===== config.mk =====
export PLATFORM = sky130hd
export DESIGN_NAME = dtx_top
export DESIGN_NICKNAME = d
export VERILOG_FILES = /design/src/rtl/dtx_pkg.sv /design/src/rtl/dtx_mode_sel.sv /design/src/rtl/dtx_xlate.sv /design/src/rtl/dtx_pa_chk.sv /design/src/rtl/dtx_ctr_bank.sv /design/src/rtl/dtx_top.sv
export SDC_FILE = /design/constraint.sdc
export NUM_CORES = 1
export LEC_CHECK = 0
export BUFFER_PORTS_ARGS = -buffer_cell sky130_fd_sc_hd__buf_2
export CORE_MARGIN = 2
export CORE_UTILIZATION = 40
export CTS_CLUSTER_DIAMETER = 60
export DETAILED_ROUTE_END_ITERATION = 7
export PLACE_DENSITY = 0.79
export SLEW_MARGIN = 20
export SYNTH_ARGS = -nofsm -noshare
export SYNTH_HDL_FRONTEND = slang
export SYNTH_HIERARCHICAL = 1
export SYNTH_SLANG_ARGS = --single-unit

===== constraint.sdc =====
create_clock -name clk -period 1.4 [get_ports clk]
set_clock_uncertainty 0.15 [all_clocks]
set_input_delay 0.28 -clock clk [delete_from_list [all_inputs] [get_ports clk]]
set_output_delay 0.28 -clock clk [all_outputs]
set_load 0.005 [all_outputs]

===== src/rtl/dtx_pkg.sv =====
package dtx_pkg;

   typedef enum logic [2:0] {
      FLT_NONE     = 3'd0,
      FLT_ALIGN    = 3'd1,
      FLT_PAGE     = 3'd2,
      FLT_ACV      = 3'd3,
      FLT_MISS     = 3'd4,
      FLT_MISS_PTE = 3'd5,
      FLT_MCHK     = 3'd6,
      FLT_UNIMP    = 3'd7
   } flt_e;

   typedef enum logic [1:0] {
      EV_NONE = 2'd0,
      EV_HIT  = 2'd1,
      EV_MISS = 2'd2,
      EV_ACV  = 2'd3
   } ev_e;

   localparam int ST_W     = 6;
   localparam int ST_WR    = 0;
   localparam int ST_ACV   = 1;
   localparam int ST_FONR  = 2;
   localparam int ST_FONW  = 3;
   localparam int ST_BADVA = 4;
   localparam int ST_MISS  = 5;

   localparam int N_CNT = 6;

endpackage


===== src/rtl/dtx_mode_sel.sv =====
module dtx_mode_sel #(
   parameter int MODE_W = 2
) (
   input  logic              pc_lsb,
   input  logic              use_alt,
   input  logic [MODE_W-1:0] cur_mode,
   input  logic [MODE_W-1:0] alt_mode,
   output logic [MODE_W-1:0] eff_mode
);
   localparam logic [MODE_W-1:0] KERNEL = '0;

   always_comb begin
      if (!pc_lsb)      eff_mode = cur_mode;
      else if (use_alt) eff_mode = alt_mode;
      else              eff_mode = KERNEL;
   end
endmodule


===== src/rtl/dtx_xlate.sv =====
module dtx_xlate
   import dtx_pkg::*;
#(
   parameter int VA_W     = 64,
   parameter int VA_SIG   = 48,
   parameter int PA_IMPL  = 44,
   parameter int PG_SHIFT = 13,
   parameter int PPN_W    = 36,
   parameter int MODE_W   = 2
) (
   input  logic                   [VA_W-1:0]  va,
   input  logic                   [1:0]       size_log2,
   input  logic                               is_wr,
   input  logic                               flag_phys,
   input  logic                               flag_pte,
   input  logic                   [MODE_W-1:0] cur_mode,
   input  logic                   [MODE_W-1:0] eff_mode,
   input  logic                               tlb_hit,
   input  logic                   [PPN_W-1:0] tlb_ppn,
   input  logic                   [(1<<MODE_W)-1:0] tlb_rd_en,
   input  logic                   [(1<<MODE_W)-1:0] tlb_wr_en,
   input  logic                               tlb_fonr,
   input  logic                               tlb_fonw,
   output logic                   [VA_W-1:0]  pa,
   output logic                               do_pa,
   output flt_e                               flt,
   output logic                   [ST_W-1:0]  stat,
   output ev_e                                ev
);
   localparam int SP_HI   = VA_SIG - 1;
   localparam int SP_LO   = VA_SIG - 7;
   localparam int UC_BIT  = PA_IMPL - 1;
   localparam int EXT_BIT = PA_IMPL - 4;
   localparam logic [MODE_W-1:0] KERNEL = '0;

   logic [2:0]      amask;
   logic            misalign;
   logic            va_ok;
   logic            in_sp;
   logic [VA_W-1:0] sp_pa;
   logic [VA_W-1:0] hit_pa;
   logic            perm_ok;
   logic            fon;

   assign amask    = 3'((4'd1 << size_log2) - 4'd1);
   assign misalign = |(va[2:0] & amask);
   assign va_ok    = (&va[VA_W-1:VA_SIG-1]) | ~(|va[VA_W-1:VA_SIG-1]);
   assign in_sp    = (va[SP_HI:SP_LO] == 7'h7E);
   assign hit_pa   = VA_W'({tlb_ppn, va[PG_SHIFT-1:0]});
   assign perm_ok  = is_wr ? tlb_wr_en[eff_mode] : tlb_rd_en[eff_mode];
   assign fon      = is_wr ? tlb_fonw : tlb_fonr;

   always_comb begin
      sp_pa = '0;
      sp_pa[EXT_BIT-1:0] = va[EXT_BIT-1:0];
      if (va[EXT_BIT]) sp_pa[UC_BIT:EXT_BIT] = '1;
   end

   always_comb begin
      flt   = FLT_NONE;
      stat  = '0;
      ev    = EV_NONE;
      pa    = '0;
      do_pa = 1'b0;
      if (misalign) begin
         flt         = FLT_ALIGN;
         stat[ST_WR] = is_wr;
      end else if (flag_phys) begin
         pa    = va;
         do_pa = 1'b1;
      end else if (!va_ok) begin
         flt            = FLT_PAGE;
         stat[ST_WR]    = is_wr;
         stat[ST_BADVA] = 1'b1;
         stat[ST_ACV]   = 1'b1;
         ev             = EV_ACV;
      end else if (in_sp) begin
         if (cur_mode != KERNEL) begin
            flt          = FLT_ACV;
            stat[ST_WR]  = is_wr;
            stat[ST_ACV] = 1'b1;
            ev           = EV_ACV;
         end else begin
            pa    = sp_pa;
            do_pa = 1'b1;
         end
      end else if (!tlb_hit) begin
         flt           = flag_pte ? FLT_MISS_PTE : FLT_MISS;
         stat[ST_WR]   = is_wr;
         stat[ST_MISS] = 1'b1;
         ev            = EV_MISS;
      end else begin
         pa = hit_pa;
         if (!perm_ok) begin
            flt           = is_wr ? FLT_PAGE : FLT_ACV;
            stat[ST_WR]   = is_wr;
            stat[ST_ACV]  = 1'b1;
            stat[ST_FONW] = is_wr & tlb_fonw;
            stat[ST_FONR] = ~is_wr & tlb_fonr;
            ev            = EV_ACV;
         end else if (fon) begin
            flt           = FLT_PAGE;
            stat[ST_WR]   = is_wr;
            stat[ST_FONW] = is_wr;
            stat[ST_FONR] = ~is_wr;
            ev            = EV_ACV;
         end else begin
            ev    = EV_HIT;
            do_pa = 1'b1;
         end
      end
   end
endmodule


===== src/rtl/dtx_pa_chk.sv =====
module dtx_pa_chk
   import dtx_pkg::*;
#(
   parameter int VA_W    = 64,
   parameter int PA_IMPL = 44,
   parameter int IPR_LO  = 20
) (
   input  logic [VA_W-1:0] pa_in,
   output logic [VA_W-1:0] pa_out,
   output logic            uncached,
   output flt_e            flt
);
   localparam int UC_BIT = PA_IMPL - 1;
   localparam int CLR_HI = PA_IMPL - 2;
   localparam int CLR_LO = PA_IMPL - 9;

   always_comb begin
      pa_out   = pa_in;
      uncached = 1'b0;
      flt      = FLT_NONE;
      if (|pa_in[VA_W-1:PA_IMPL]) begin
         flt = FLT_MCHK;
      end else if (pa_in[UC_BIT]) begin
         if (&pa_in[UC_BIT:IPR_LO]) begin
            flt = FLT_UNIMP;
         end else begin
            uncached              = 1'b1;
            pa_out[CLR_HI:CLR_LO] = '0;
         end
      end
   end
endmodule


===== src/rtl/dtx_ctr_bank.sv =====
module dtx_ctr_bank #(
   parameter int N     = 6,
   parameter int CNT_W = 16
) (
   input  logic                      clk,
   input  logic                      rst_n,
   input  logic [N-1:0]              inc,
   output logic [N-1:0][CNT_W-1:0]   cnt
);
   for (genvar g = 0; g < N; g++) begin : g_ctr
      always_ff @(posedge clk or negedge rst_n) begin
         if (!rst_n)      cnt[g] <= '0;
         else if (inc[g]) cnt[g] <= cnt[g] + 1'b1;
      end
   end
endmodule


===== src/rtl/dtx_top.sv =====
module dtx_top
   import dtx_pkg::*;
#(
   parameter int VA_W     = 64,
   parameter int VA_SIG   = 48,
   parameter int PA_IMPL  = 44,
   parameter int PG_SHIFT = 13,
   parameter int PPN_W    = 36,
   parameter int MODE_W   = 2,
   parameter int IPR_LO   = 20,
   parameter int CNT_W    = 16
) (
   input  logic                     clk,
   input  logic                     rst_n,
   input  logic                     req_valid,
   input  logic [VA_W-1:0]          va,
   input  logic [1:0]               size_log2,
   input  logic                     is_wr,
   input  logic                     flag_phys,
   input  logic                     flag_alt,
   input  logic                     flag_pte,
   input  logic                     pc_lsb,
   input  logic [MODE_W-1:0]        cur_mode,
   input  logic [MODE_W-1:0]        alt_mode,
   input  logic                     tlb_hit,
   input  logic [PPN_W-1:0]         tlb_ppn,
   input  logic [(1<<MODE_W)-1:0]   tlb_rd_en,
   input  logic [(1<<MODE_W)-1:0]   tlb_wr_en,
   input  logic                     tlb_fonr,
   input  logic                     tlb_fonw,
   output logic                     rsp_valid,
   output logic [VA_W-1:0]          rsp_pa,
   output logic                     rsp_uncached,
   output logic [2:0]               rsp_fault,
   output logic [5:0]               rsp_stat,
   output logic [CNT_W-1:0]         cnt_rd_hit,
   output logic [CNT_W-1:0]         cnt_rd_miss,
   output logic [CNT_W-1:0]         cnt_rd_acv,
   output logic [CNT_W-1:0]         cnt_wr_hit,
   output logic [CNT_W-1:0]         cnt_wr_miss,
   output logic [CNT_W-1:0]         cnt_wr_acv
);
   if (VA_SIG <= PA_IMPL || VA_SIG > VA_W)
      $fatal(1, "dtx_top: VA_SIG must exceed PA_IMPL and fit in VA_W");
   if (PA_IMPL <= IPR_LO + 1 || PA_IMPL < 12)
      $fatal(1, "dtx_top: PA_IMPL too small for the uncached decode");
   if (PPN_W + PG_SHIFT > VA_W || PG_SHIFT < 3)
      $fatal(1, "dtx_top: page geometry does not fit the address width");

   logic [MODE_W-1:0] eff_mode;
   logic [VA_W-1:0]   xl_pa;
   logic              xl_do_pa;
   flt_e              xl_flt;
   logic [ST_W-1:0]   xl_stat;
   ev_e               xl_ev;
   logic [VA_W-1:0]   pc_pa;
   logic              pc_unc;
   flt_e              pc_flt;
   flt_e              fin_flt;
   logic [N_CNT-1:0]  inc;
   logic [N_CNT-1:0][CNT_W-1:0] cnt;

   dtx_mode_sel #(.MODE_W(MODE_W)) u_mode (
      .pc_lsb   (pc_lsb),
      .use_alt  (flag_alt),
      .cur_mode (cur_mode),
      .alt_mode (alt_mode),
      .eff_mode (eff_mode)
   );

   dtx_xlate #(
      .VA_W(VA_W), .VA_SIG(VA_SIG), .PA_IMPL(PA_IMPL),
      .PG_SHIFT(PG_SHIFT), .PPN_W(PPN_W), .MODE_W(MODE_W)
   ) u_xl (
      .va        (va),
      .size_log2 (size_log2),
      .is_wr     (is_wr),
      .flag_phys (flag_phys),
      .flag_pte  (flag_pte),
      .cur_mode  (cur_mode),
      .eff_mode  (eff_mode),
      .tlb_hit   (tlb_hit),
      .tlb_ppn   (tlb_ppn),
      .tlb_rd_en (tlb_rd_en),
      .tlb_wr_en (tlb_wr_en),
      .tlb_fonr  (tlb_fonr),
      .tlb_fonw  (tlb_fonw),
      .pa        (xl_pa),
      .do_pa     (xl_do_pa),
      .flt       (xl_flt),
      .stat      (xl_stat),
      .ev        (xl_ev)
   );

   dtx_pa_chk #(.VA_W(VA_W), .PA_IMPL(PA_IMPL), .IPR_LO(IPR_LO)) u_pac (
      .pa_in    (xl_pa),
      .pa_out   (pc_pa),
      .uncached (pc_unc),
      .flt      (pc_flt)
   );

   assign fin_flt = xl_do_pa ? pc_flt : xl_flt;

   always_comb begin
      inc = '0;
      if (req_valid) begin
         case (xl_ev)
            EV_HIT:  inc[is_wr ? 3 : 0] = 1'b1;
            EV_MISS: inc[is_wr ? 4 : 1] = 1'b1;
            EV_ACV:  inc[is_wr ? 5 : 2] = 1'b1;
            default: inc = '0;
         endcase
      end
   end

   dtx_ctr_bank #(.N(N_CNT), .CNT_W(CNT_W)) u_ctr (
      .clk   (clk),
      .rst_n (rst_n),
      .inc   (inc),
      .cnt   (cnt)
   );

   assign cnt_rd_hit  = cnt[0];
   assign cnt_rd_miss = cnt[1];
   assign cnt_rd_acv  = cnt[2];
   assign cnt_wr_hit  = cnt[3];
   assign cnt_wr_miss = cnt[4];
   assign cnt_wr_acv  = cnt[5];

   always_ff @(posedge clk or negedge rst_n) begin
      if (!rst_n) begin
         rsp_valid    <= 1'b0;
         rsp_pa       <= '0;
         rsp_uncached <= 1'b0;
         rsp_fault    <= '0;
         rsp_stat     <= '0;
      end else begin
         rsp_valid <= req_valid;
         if (req_valid) begin
            rsp_fault    <= fin_flt;
            rsp_stat     <= xl_stat;
            rsp_pa       <= (fin_flt == FLT_NONE) ? pc_pa : '0;
            rsp_uncached <= (fin_flt == FLT_NONE) ? pc_unc : 1'b0;
         end
      end
   end
endmodule


==> run metrics <==
outcome=finished, violations left; failing checks=setup timing; classification of the worst-slack hold path=input port to flip-flop; count of vias placed by the detailed router=9091; Arr. time, crit path=3.38 ns; count of distinct cell types in the synthesized netlist=53; weighted congestion reported at the end of routability-driven placement=0.894; WL final=31300 um; initial detailed-routing violation count=621; Clock Sink Count=171; maximum number of buffers from clock root to sink=2; number of port buffers=295; CP endpoint kind=flip-flop; die outline area=24500 um^2; Slew Limit Fails=0; initial standard-cell utilization of the core=40.9%; r2r endpoint=u_ctr/cnt[72]; per-cell routed wire length=19.1 um; number of levels in the clock H-tree=4; Comb pwr share=21.5%; switching power as a share of total power=29.3%; share of synthesized cell area in full adder, half adder and majority cells=0.807%; net count after synthesis=1026; Worst Tran Pin Value=0.590 ns; Synth Area in XOR/XNOR=8.56%; total power=13.4 mW; DPL Wire Length=22200 um; hold depth=4; number of antenna violations at the first check in global routing=0; max capacitance violation total=0; Worst Setup Start Kind=input port; clock latency at the later pin of the worst-skew pair=0.42 ns; number of buffers inserted during clock tree synthesis=17; setup tns final=-245.75 ns; worst slack, placed=-2.12 ns; detailed route wirelength on metal3=2380 um; wire length of the first global-routing pass=45600 um; Worst R2R Start=u_ctr/cnt[64]; top-level port count=296; mean cell area of the mapped netlist=10.4 um^2; first-pass iteration count of the detailed router=5; period utilization=226%; most common library cell in the layout ignoring fill and taps=sky130_fd_sc_hd__buf_2; slack of the worst reg-to-reg path=-0.28 ns; post-synthesis async set-or-reset flop share=100%; synthesized-area fraction occupied by and/or/nand/nor cells=17.5%; fraction of power consumed by the clock network=37.3%; most used flip-flop cell after synthesis=sky130_fd_sc_hd__dfrtp_1; multiplexer share of the synthesized area=2.38%; count of standard-cell rows=55; pin count of the biggest net entering global routing=43; DR DRC count=0; number of setup violations in the final report=258; clock slew at the register clock pins of the worst setup and hold paths=0.07 ns; min-delay src=va[15]; cell area after technology mapping=9300 um^2; flops & latches, synth=171; Seq/Total Area, Yosys=46.0%; core area=22700 um^2; Min-Delay Endpoint=rsp_pa[15]; crit path time final=3.17 ns; remaining number of nets flagged by the antenna check after routing=0; Switching Power=3.94 mW; number of filler cells placed in the layout=1793; unrepaired setup endpoints after global routing=yes; area growth from synthesis to final layout=53.1%; fraction of the core area covered by cells at the end of the flow=62.7%; Yosys warnings=6; dominant combinational cell family by area after synthesis=simple AND/OR/NAND/NOR gates; number of flops mapped to enable cells by yosys=0; type of the worst setup path=input port to flip-flop; uppermost routed layer=met4; Routed met2 length=15600 um; most used cells in the layout excluding fill and tap cells=271 x sky130_fd_sc_hd__buf_2, 187 x sky130_fd_sc_hd__buf_4, 168 x sky130_fd_sc_hd__dfrtp_1, 67 x sky130_fd_sc_hd__nand3_1, 66 x sky130_fd_sc_hd__a22o_1; leakage component of the power=7.27 nW; sequential share of power=41.2%; Routed met1 length=12300 um; clock tree from TritonCTS=yes; CP Data Required Time=1.61 ns; Vert. Die Dim=156 um; min setup slack post-route=-1.77 ns; x dimension of the die=156 um; headroom to the max-slew limit=60.7%; Crit Path Max Fanout=11; FMAX=315 MHz; compound-cell area share of the yosys netlist=15.8%; gr ovfl total=0; via count normalized by instance count=5.54; gate count of the mapped netlist=895; Clock Tree Root=sky130_fd_sc_hd__clkbuf_16; via count of the first global-routing pass=8888; VDD IR-drop max=0.000846 V; Final Hold Viols=0; internal power component=9.49 mW; Power per Cell Area=943 nW/um^2; ratio of cells with drive above 1 in the final layout=53.6%; global-route usage over all layers=23.7%; Worst Reg2Reg Path Length in Cells=5; Post-layout nets=1472
synthesized netlist by cell type (all sizes together) (2+ instances only):
cell | number | area share, %
dfrtp | 171 | 46
nand3 | 89 | 4.8
buf | 87 | 6.9
a22o | 66 | 6.2
xnor2 | 62 | 5.8
nand2 | 48 | 1.9
nand4 | 35 | 2.4
nor2 | 35 | 1.5
o2111ai | 32 | 3.0
clkbuf | 30 | 1.2
o211ai | 29 | 2.3
and3 | 28 | 1.9
xor2 | 28 | 2.7
inv | 22 | 0.89
a21oi | 16 | 0.86
a211oi | 13 | 1.7
mux2 | 13 | 1.6
nor3 | 12 | 0.81
nor4 | 12 | 1.2
and4 | 11 | 1.1
nor2b | 10 | 0.67
o21ai | 10 | 0.54
ha | 6 | 0.81
or2 | 5 | 0.34
o2bb2ai | 4 | 0.38
mux2i | 3 | 0.32
a221oi | 2 | 0.19
a31oi | 2 | 0.13
mux4 | 2 | 0.48
nand2b | 2 | 0.13
or3 | 2 | 0.13
power by group through the flow:
stage	Clock [mW]	Combinational, mW	Sequential (mW)
detailed placement	0	2.47	5.56
CTS	5.11	2.66	5.49
global route	5.33	3.10	5.57
finish	5.02	2.89	5.53
global placement	0	2.39	5.55
floorplan	0	0.946	5.63
critical path: stages:
cell                        delay (ns)
sky130_fd_sc_hd__buf_8            0.10
sky130_fd_sc_hd__nor4_4           0.26
sky130_fd_sc_hd__nand4_1          0.17
sky130_fd_sc_hd__nor4_4           0.24
sky130_fd_sc_hd__buf_12           0.18
sky130_fd_sc_hd__buf_6            0.13
sky130_fd_sc_hd__o2111ai_1        0.14
sky130_fd_sc_hd__a21oi_1          0.29
sky130_fd_sc_hd__nor4_1           0.11
sky130_fd_sc_hd__buf_4            0.16
sky130_fd_sc_hd__nand2_4          0.08
sky130_fd_sc_hd__nor3_4           0.04
sky130_fd_sc_hd__or3b_4           0.40
sky130_fd_sc_hd__a211oi_4         0.30
sky130_fd_sc_hd__buf_6            0.20
sky130_fd_sc_hd__clkbuf_16        0.17
sky130_fd_sc_hd__a22o_1           0.13
registers in the layout, indices dropped and copies added, names as in the netlist:
register	cells
u_ctr/cnt	96
rsp_stat	6
rsp_pa	64
rsp_valid	1
rsp_uncached	1
rsp_fault	3
layout make-up:
class	instances	area (um^2)	area share, %
Antenna cell	1	2.50	0.0176
Sequential cell	171	4280	30.1
Tap cell	285	357	2.50
Inverter	22	87.6	0.615
Timing Repair Buffer	544	4010	28.2
Multi-Input combinational cell	585	4870	34.2
Clock inverter	15	204	1.43
Clock buffer	17	425	2.99
what timing repair did:
item                                    4_1_cts  5_1_grt
hold buffers                                  1        0
resized for setup                            71       85
hold endpoints to repair                    171        0
pin swaps                                    51       56
gates cloned                                  2        5
endpoints found under the setup margin      298      340
buffers inserted                             19       21
worst max path at each step:
stage | endpoint | cells after the start | slack, ns | start
after floorplan | rsp_pa[0] | 15 | -1.78 | va[46]
after global placement | rsp_pa[8] | 15 | -2.08 | va[46]
after detailed placement | rsp_pa[39] | 15 | -2.12 | va[45]
after global routing | rsp_pa[22] | 17 | -1.89 | va[46]
after CTS | rsp_pa[55] | 16 | -1.63 | va[50]
final | rsp_pa[9] | 17 | -1.77 | va[50]
metrics by stage:
| step | instance area, um^2 | instances | hold slack [ns] |
|---|---|---|---|
| 6_report | 14200 | 1640 | 0.0827 |
| 3_3_place_gp | 12500 | 1565 | 0.0290 |
| 3_5_place_dp | 12500 | 1565 | 0.0304 |
| 5_1_grt | 14200 | 1639 | 0.0948 |
| 2_1_floorplan | 9630 | 895 | -0.166 |
| 4_1_cts | 13600 | 1618 | 0.0651 |
per-layer routing:
| metal | up-vias | GRT usage, % |
|---|---|---|
| met1 | 4411 | 28.8 |
| met5 | - | 0 |
| li1 | 4144 | - |
| met3 | 73 | 5.98 |
| met2 | 463 | 40.7 |
| met4 | 0 | 8.91 |
logic make-up (layout without fill, tap and decap cells):
| family | count (synthesis) | count (layout) |
|---|---|---|
| AO/OA/AOI/OAI | 177 | 177 |
| XOR/XNOR | 90 | 90 |
| adder cells (fa/ha/maj) | 6 | 6 |
| buffers and inverters | 139 | 598 |
| flip-flops | 171 | 171 |
| multiplexers | 18 | 18 |
| other | 0 | 1 |
| AND/OR/NAND/NOR | 294 | 294 |
No activity file was read; power rests on OpenSTA's default activity.
